File: config.mk
export PLATFORM = sky130hd
export DESIGN_NAME = rpal_array
export DESIGN_NICKNAME = d
export VERILOG_FILES = /design/src/rtl/rpal_pkg.sv /design/src/rtl/rpal_cfg_chain.sv /design/src/rtl/rpal_and_plane.sv /design/src/rtl/rpal_macrocell.sv /design/src/rtl/rpal_array.sv
export SDC_FILE = /design/constraint.sdc
export NUM_CORES = 2
export LEC_CHECK = 0
export ABC_AREA = 1
export BUFFER_PORTS_ARGS = -buffer_cell sky130_fd_sc_hd__buf_2
export CAP_MARGIN = 20
export CORE_MARGIN = 3
export CORE_UTILIZATION = 50
export DETAILED_ROUTE_END_ITERATION = 10
export PLACE_DENSITY = 0.77
export SETUP_SLACK_MARGIN = 0.1
export SLEW_MARGIN = 20
export SYNTH_ARGS = -nofsm -noshare
export SYNTH_HDL_FRONTEND = slang
export SYNTH_SLANG_ARGS = --single-unit
export TNS_END_PERCENT = 30
File: constraint.sdc
create_clock -name clk_i -period 1.6 [get_ports clk_i]
set_input_delay 0.24 -clock clk_i [delete_from_list [all_inputs] [get_ports clk_i]]
set_output_delay 0.24 -clock clk_i [all_outputs]
set_load 0.01 [all_outputs]
File: src/rtl/rpal_pkg.sv
package rpal_pkg;

    // Per-macrocell header bits at the start of its configuration slice
    localparam int unsigned HDR_W    = 2;
    localparam int unsigned HDR_OSEL = 0;
    localparam int unsigned HDR_FFM  = 1;

    typedef enum logic {
        OSEL_SUM = 1'b0,
        OSEL_REG = 1'b1
    } osel_e;

    typedef enum logic {
        FFM_D  = 1'b0,
        FFM_JK = 1'b1
    } ffmode_e;

    typedef struct packed {
        logic q;
    } mc_state_t;

endpackage

File: src/rtl/rpal_cfg_chain.sv
module rpal_cfg_chain #(
    parameter int unsigned CFG_W = 64
) (
    input  logic             clk_i,
    input  logic             rst_i,
    input  logic             shift_i,
    input  logic             bit_i,
    output logic [CFG_W-1:0] cfg_o
);

    typedef struct packed {
        logic [CFG_W-1:0] bits;
    } chain_t;

    chain_t chain_d, chain_q;

    always_comb begin
        chain_d = chain_q;
        if (rst_i) begin
            chain_d.bits = '0;
        end else if (shift_i) begin
            chain_d.bits = {bit_i, chain_q.bits[CFG_W-1:1]};
        end
    end

    always_ff @(posedge clk_i) begin
        chain_q <= chain_d;
    end

    assign cfg_o = chain_q.bits;

endmodule

File: src/rtl/rpal_and_plane.sv
module rpal_and_plane #(
    parameter int unsigned N_LIT = 32,
    parameter int unsigned N_PT  = 4
) (
    input  logic [N_LIT-1:0]      lit_i,
    input  logic [N_PT*N_LIT-1:0] mask_i,
    output logic [N_PT-1:0]       term_o,
    output logic                  sum_o
);

    for (genvar p = 0; p < N_PT; p++) begin : g_term
        logic [N_LIT-1:0] msk;
        assign msk       = mask_i[p*N_LIT +: N_LIT];
        // empty mask gives 0; else all enabled literals must be 1
        assign term_o[p] = (|msk) & (&(lit_i | ~msk));
    end

    assign sum_o = |term_o;

endmodule

File: src/rtl/rpal_macrocell.sv
module rpal_macrocell
    import rpal_pkg::*;
(
    input  logic clk_i,
    input  logic rst_i,
    input  logic hold_i,
    input  logic osel_i,
    input  logic ffm_i,
    input  logic sum_a_i,
    input  logic sum_b_i,
    output logic q_o,
    output logic val_o
);

    mc_state_t st_d, st_q;
    ffmode_e   mode;
    osel_e     osel;

    assign mode = ffmode_e'(ffm_i);
    assign osel = osel_e'(osel_i);

    always_comb begin
        st_d = st_q;
        if (rst_i) begin
            st_d.q = 1'b0;
        end else if (!hold_i) begin
            case (mode)
                FFM_JK:  st_d.q = (sum_a_i & ~st_q.q) | (~sum_b_i & st_q.q);
                default: st_d.q = sum_a_i;
            endcase
        end
    end

    always_ff @(posedge clk_i) begin
        st_q <= st_d;
    end

    assign q_o   = st_q.q;
    assign val_o = (osel == OSEL_REG) ? st_q.q : sum_a_i;

endmodule

File: src/rtl/rpal_array.sv
module rpal_array
    import rpal_pkg::*;
#(
    parameter int unsigned N_IN = 8,
    parameter int unsigned N_MC = 8,
    parameter int unsigned N_PT = 4
) (
    input  logic            clk_i,
    input  logic            rst_i,
    input  logic [N_IN-1:0] in_i,
    input  logic            oe_i,
    input  logic            prog_en_i,
    input  logic            prog_bit_i,
    output logic [N_MC-1:0] pin_o,
    output logic [N_MC-1:0] pin_oe_o
);

    localparam int unsigned N_SRC = N_IN + N_MC;
    localparam int unsigned N_LIT = 2 * N_SRC;
    localparam int unsigned GRP_W = N_PT * N_LIT;
    localparam int unsigned MC_W  = HDR_W + 2 * GRP_W;
    localparam int unsigned CFG_W = N_MC * MC_W;

    logic [CFG_W-1:0] cfg_bits;
    logic [N_MC-1:0]  fb_q;
    logic [N_MC-1:0]  cell_val;
    logic [N_SRC-1:0] src;
    logic [N_LIT-1:0] lits;
    logic             drive_en;

    rpal_cfg_chain #(.CFG_W(CFG_W)) i_chain (
        .clk_i   (clk_i),
        .rst_i   (rst_i),
        .shift_i (prog_en_i),
        .bit_i   (prog_bit_i),
        .cfg_o   (cfg_bits)
    );

    assign src = {fb_q, in_i};

    for (genvar s = 0; s < N_SRC; s++) begin : g_lit
        assign lits[2*s]   = src[s];
        assign lits[2*s+1] = ~src[s];
    end

    for (genvar m = 0; m < N_MC; m++) begin : g_mc
        logic [MC_W-1:0] slice;
        logic [N_PT-1:0] terms_a, terms_b;
        logic            sum_a, sum_b;

        assign slice = cfg_bits[m*MC_W +: MC_W];

        rpal_and_plane #(.N_LIT(N_LIT), .N_PT(N_PT)) i_grp_a (
            .lit_i  (lits),
            .mask_i (slice[HDR_W +: GRP_W]),
            .term_o (terms_a),
            .sum_o  (sum_a)
        );

        rpal_and_plane #(.N_LIT(N_LIT), .N_PT(N_PT)) i_grp_b (
            .lit_i  (lits),
            .mask_i (slice[HDR_W+GRP_W +: GRP_W]),
            .term_o (terms_b),
            .sum_o  (sum_b)
        );

        rpal_macrocell i_cell (
            .clk_i   (clk_i),
            .rst_i   (rst_i),
            .hold_i  (prog_en_i),
            .osel_i  (slice[HDR_OSEL]),
            .ffm_i   (slice[HDR_FFM]),
            .sum_a_i (sum_a),
            .sum_b_i (sum_b),
            .q_o     (fb_q[m]),
            .val_o   (cell_val[m])
        );
    end

    assign drive_en = oe_i & ~prog_en_i;
    assign pin_oe_o = {N_MC{drive_en}};
    assign pin_o    = cell_val & pin_oe_o;

endmodule

# Word-level counts from Yosys, hierarchy flattened
# Cells that the tools add are included.
# op_classes
n_mux	16
n_reduce_logical	144
n_bitwise	243
# op_table
operator	count
NOT 32 bit	64
bitwise OR 32 bit	64
AND reduction 32 bit	64
OR reduction 32 bit	64
AND 1 bit	81
OR reduction 4 bit	16
NOT 1 bit	25
2-to-1 mux 1 bit	16
AND 8 bit	1
bitwise OR 1 bit	8
# totals
output_inout_bits	16
word_cells	412
ff_bits	2072

# Logic depth before layout (Yosys ltp)
# logic_depth
word_depth	9
ltp_mapped	14
mapped_depth_nobuf	11

# Cells and area by module
# From an unflattened synthesis, not the netlist that was laid out.
# hier_totals
cells_unflattened	19428
hier_area_um2	111379.3
# by_module_without_submodules
module	n_inst	area_per_inst_um2	cells_per_inst
rpal_cfg_chain	1	86226.4	13073
rpal_and_plane	16	1525.2	389
rpal_macrocell	8	68.8	11
rpal_array	1	198.9	43

# Worst setup path before layout
# No wires, ideal clock.
# synth_timing
path_type	register -> output
from	register g_mc[4].i_cell.st_q
to	output port pin_o[0]
setup_slack_ps	-133
t_arrival_ps	1493
path_buffers	2
required_time_ps	1360
stages_incl_launch_ff	10
cell_sequence	dfxtp_1 > buf_4 > buf_2 > mux2i_1 > nand3_1 > nor2_1 > nand3_1 > nand2_1 > nor2_1 > a21oi_1
# synth_via
elab_chain_len	7
elab_cells_between_ends	16
classes_between	mux: 1; bitwise: 10; reduce/logical: 5
# synth_lines
item	line_no	source
start: declaration	rpal_macrocell.sv:15	mc_state_t st_d, st_q;
start signal: assignment	rpal_macrocell.sv:35	st_q <= st_d;
NOT 1 bit	rpal_array.sv:43	assign lits[2*s+1] = ~src[s];
bitwise OR 32 bit	rpal_and_plane.sv:15	assign term_o[p] = (|msk) & (&(lit_i | ~msk));
AND reduction 32 bit	rpal_and_plane.sv:15	
AND 1 bit	rpal_and_plane.sv:15	
OR reduction 4 bit (*)	rpal_and_plane.sv:18	assign sum_o = |term_o;
2-to-1 mux 1 bit (*)	rpal_macrocell.sv:39	assign val_o = (osel == OSEL_REG) ? st_q.q : sum_a_i;
AND 8 bit (*)	rpal_array.sv:82	assign pin_o = cell_val & pin_oe_o;
end: declaration	rpal_array.sv:14	output logic [N_MC-1:0] pin_o,
# Every way passes the cells marked *; elsewhere a longest branch is shown, timed or not.

# Worst setup path in the final report
# layout_timing
from	register g_mc[5].i_cell.st_q
to	output port pin_o[3]
# layout_via
elab_chain_len	7
elab_cells_between_ends	16
classes_between	mux: 1; bitwise: 10; reduce/logical: 5
# layout_lines
item	line_no
start: declaration	rpal_macrocell.sv:15
start signal: assignment	rpal_macrocell.sv:35
NOT 1 bit	rpal_array.sv:43
bitwise OR 32 bit	rpal_and_plane.sv:15
AND reduction 32 bit	rpal_and_plane.sv:15
AND 1 bit	rpal_and_plane.sv:15
OR reduction 4 bit (*)	rpal_and_plane.sv:18
2-to-1 mux 1 bit (*)	rpal_macrocell.sv:39
AND 8 bit (*)	rpal_array.sv:82
# Marks and branches as above.

==> out/qor.yml <==
status: "finished with violations"
violations: "setup timing"
maxSlewHeadroom_pct: 51.1
dp_hpwl_mm: 194
dr.pass1.iters: 7
ios: 29
ys_ff_latch: 2072
final.min_clock_period_ns: 3.10
antenna_found_initial: 2
cts_tree: "done"
grt.total_usage_pct: 29.1
yosys.area.top_type: "dfxtp_1"
synthTopCellsByCount: "nand2_1, nor2_1, dfxtp_1, a21oi_1, a211oi_1"
die-height_um: 438
syn_nets: 13900
synth_cells: 13900
cp-start-kind: "flop"
synth_cell_types: 31
clk_pin_slew_ns: 0.06
holdCritPathClass: "in -> reg"
powerDensity_nw_per_um2: 1020
max_freq_mhz: 322
synth_top_area_share_pct: 44.4
vias: 94400
fin_util_pct: 62.1
rsz0062_at_grt: "true"
ys.flop_type: "dfxtp_1"
final-setup-viol-count: 16
core_region_area_um2: 186000
synth_area_leaders: "dfxtp_1, nand2_1, nor2_1"
hold_viol: 0
numPortBuffers: 28
grt_pass1_vias: 85800
ys.warnings.count: 0
wire_per_inst_um: 16.9
remaining_drc_errors: 0
period_share_pct: 194
synth_edf_count: 0
grt_pass1_wl_mm: 459
overflow: 0
area_growth_pct: 23.2
maxSlewViolCount: 0
num_rows: 158
insertion_delay_ns: 0.85
crit_arrival_ns: 2.86
whs_ns: 0.302
cap_violations: 0
drt-total-wl_mm: 294
critPathMaxFanout: 13
required_ns: 1.36
finClkSkew_ns: 0.0344
path_class: "reg -> out"
seq_area_frac_synth_pct: 44.4
clock-sinks: 2072
setup_tns_ns: -16.36
finish.net_count: 14800
clk_path_buf_depth: 3
ctsRootBufferMaster: "clkbuf_16"
netlist_area_um2: 93500
die_w_um: 438
numCtsBuffers: 205
syn_area_per_cell_um2: 6.74
ir_drop_uv: 992
worst_slew_pin_slew_ns: 0.734
finalWeightedCongestion: 0.927
p_leak_nw: 46.8
antenna_left: 0
viasPerCell: 5.42
endpoint_kind: "output pin"
drt_iter0_drc: 10300
grt_max_degree: 167
start_util_pct: 50.4
htree_num_levels: 4
async_flop_share_pct: 0
setup_ws_ns: -1.50
yosysMostFrequentCell: "nand2_1"
dieArea_um2: 192000
post_route_cells_drive_above_1_share_pct: 14.6
==> repair_timing <==
action / CTS / global route
hold buffers: 4 / 0
endpoints found under the setup margin: 16 / 298
hold endpoints to repair: 323 / 0
gates cloned: 2 / 4
setup buffers: 15 / 45
resized for setup: 71 / 174
pin swaps: 37 / 99
==> cells in the final DEF, fill, tap and decap left out, drive strengths merged <==
cell type | synthesis | layout
a211oi | 889 | 889
a21boi | 63 | 63
a21oi | 1210 | 1210
a22oi | 4 | 4
and2 | 18 | 18
buf | 343 | 1613
bufinv | 0 | 11
clkbuf | 571 | 318
clkinv | 0 | 41
clkinvlp | 0 | 5
dfxtp | 2072 | 2072
diode | 0 | 3
dlygate4sd3 | 0 | 2
dlymetal6s4s | 0 | 1
inv | 647 | 643
mux2i | 53 | 53
nand2 | 4670 | 4670
nand3 | 158 | 158
nand3b | 5 | 5
nand4 | 249 | 249
nor2 | 2429 | 2429
nor3 | 16 | 16
nor4 | 7 | 7
o211ai | 5 | 5
o21ai | 372 | 372
o21bai | 8 | 8
or2 | 87 | 87
==> layout make-up <==
type,instances,area (µm²)
fillers,15900,70400
multi-input cells,10200,46100
flip-flops and latches,2072,41500
repair buffers,1619,15100
clock buffers,315,6270
well taps,2480,3100
inverters,647,2510
clock inverters,52,586
repair inverters,1,11.3
diodes,3,7.51
==> final timing paths <==
path                            from             endpoint  slack [ns]  cells after the start
setup / recovery  g_mc[5].i_cell.q_o             pin_o[3]       -1.50                     11
hold / removal            prog_bit_i  i_chain.cfg_o[2063]        0.30                      4
setup reg to reg  g_mc[1].i_cell.q_o   g_mc[4].i_cell.q_o       -1.37                     21
hold reg to reg   i_chain.cfg_o[732]   i_chain.cfg_o[732]        0.48                      2
==> metrics by stage <==
stage / instances / worst slack, ns / total power, mW / cell area (µm²)
floorplan: 13900 / -0.0166 / 62.9 / 93700
global placement: 17000 / -0.923 / 68.4 / 107000
detailed placement: 17000 / -0.902 / 68.6 / 107000
CTS: 17400 / -1.51 / 118 / 114000
global route: 17400 / -1.59 / 122 / 115000
finish: 17400 / -1.50 / 118 / 115000
==> sequential cells by signal (all words and copies together), names as in the netlist <==
signal and count:
g_mc.i_cell.q_o 8, i_chain.cfg_o 2064
==> cells by family (layout without fill, tap and decap cells) <==
group	after synthesis	after routing	synth area share, %
flops	2072	2072	44.4
mux	53	53	0.568
compound gates	2551	2551	16.3
buf+inv	1561	2634	6.90
other cells	0	3	0
simple gates	7639	7639	31.9
==> worst max-delay path, cell delays in order (launching register included) <==
cell and delay [ns]:
dfxtp_4 0.41, buf_12 0.18, buf_12 0.17, or2_4 0.24, o21ai_1 0.10, nand4_1 0.15, nor2_1 0.18, nand3_2 0.13
nand2_2 0.10, nor2_2 0.04, a21oi_2 0.13, buf_6 0.15
==> report_power, final <==
part	switching [mW]	internal (mW)	leakage, nW
Combinational	9.04	5.22	26.5
Sequential	1.22	53.1	16.9
Clock	20.9	28.6	3.38
==> metal layers <==
metal | part of all wire, % | GRT usage (%) | wire length (µm)
met1 | 41 | 38.4 | 121000
met2 | 45 | 46.9 | 133000
met3 | 8.2 | 4.16 | 24000
met4 | 5.1 | 14.2 | 14900
met5 | 0 | 0 | 0
No activity file was read; power rests on OpenSTA's default activity.
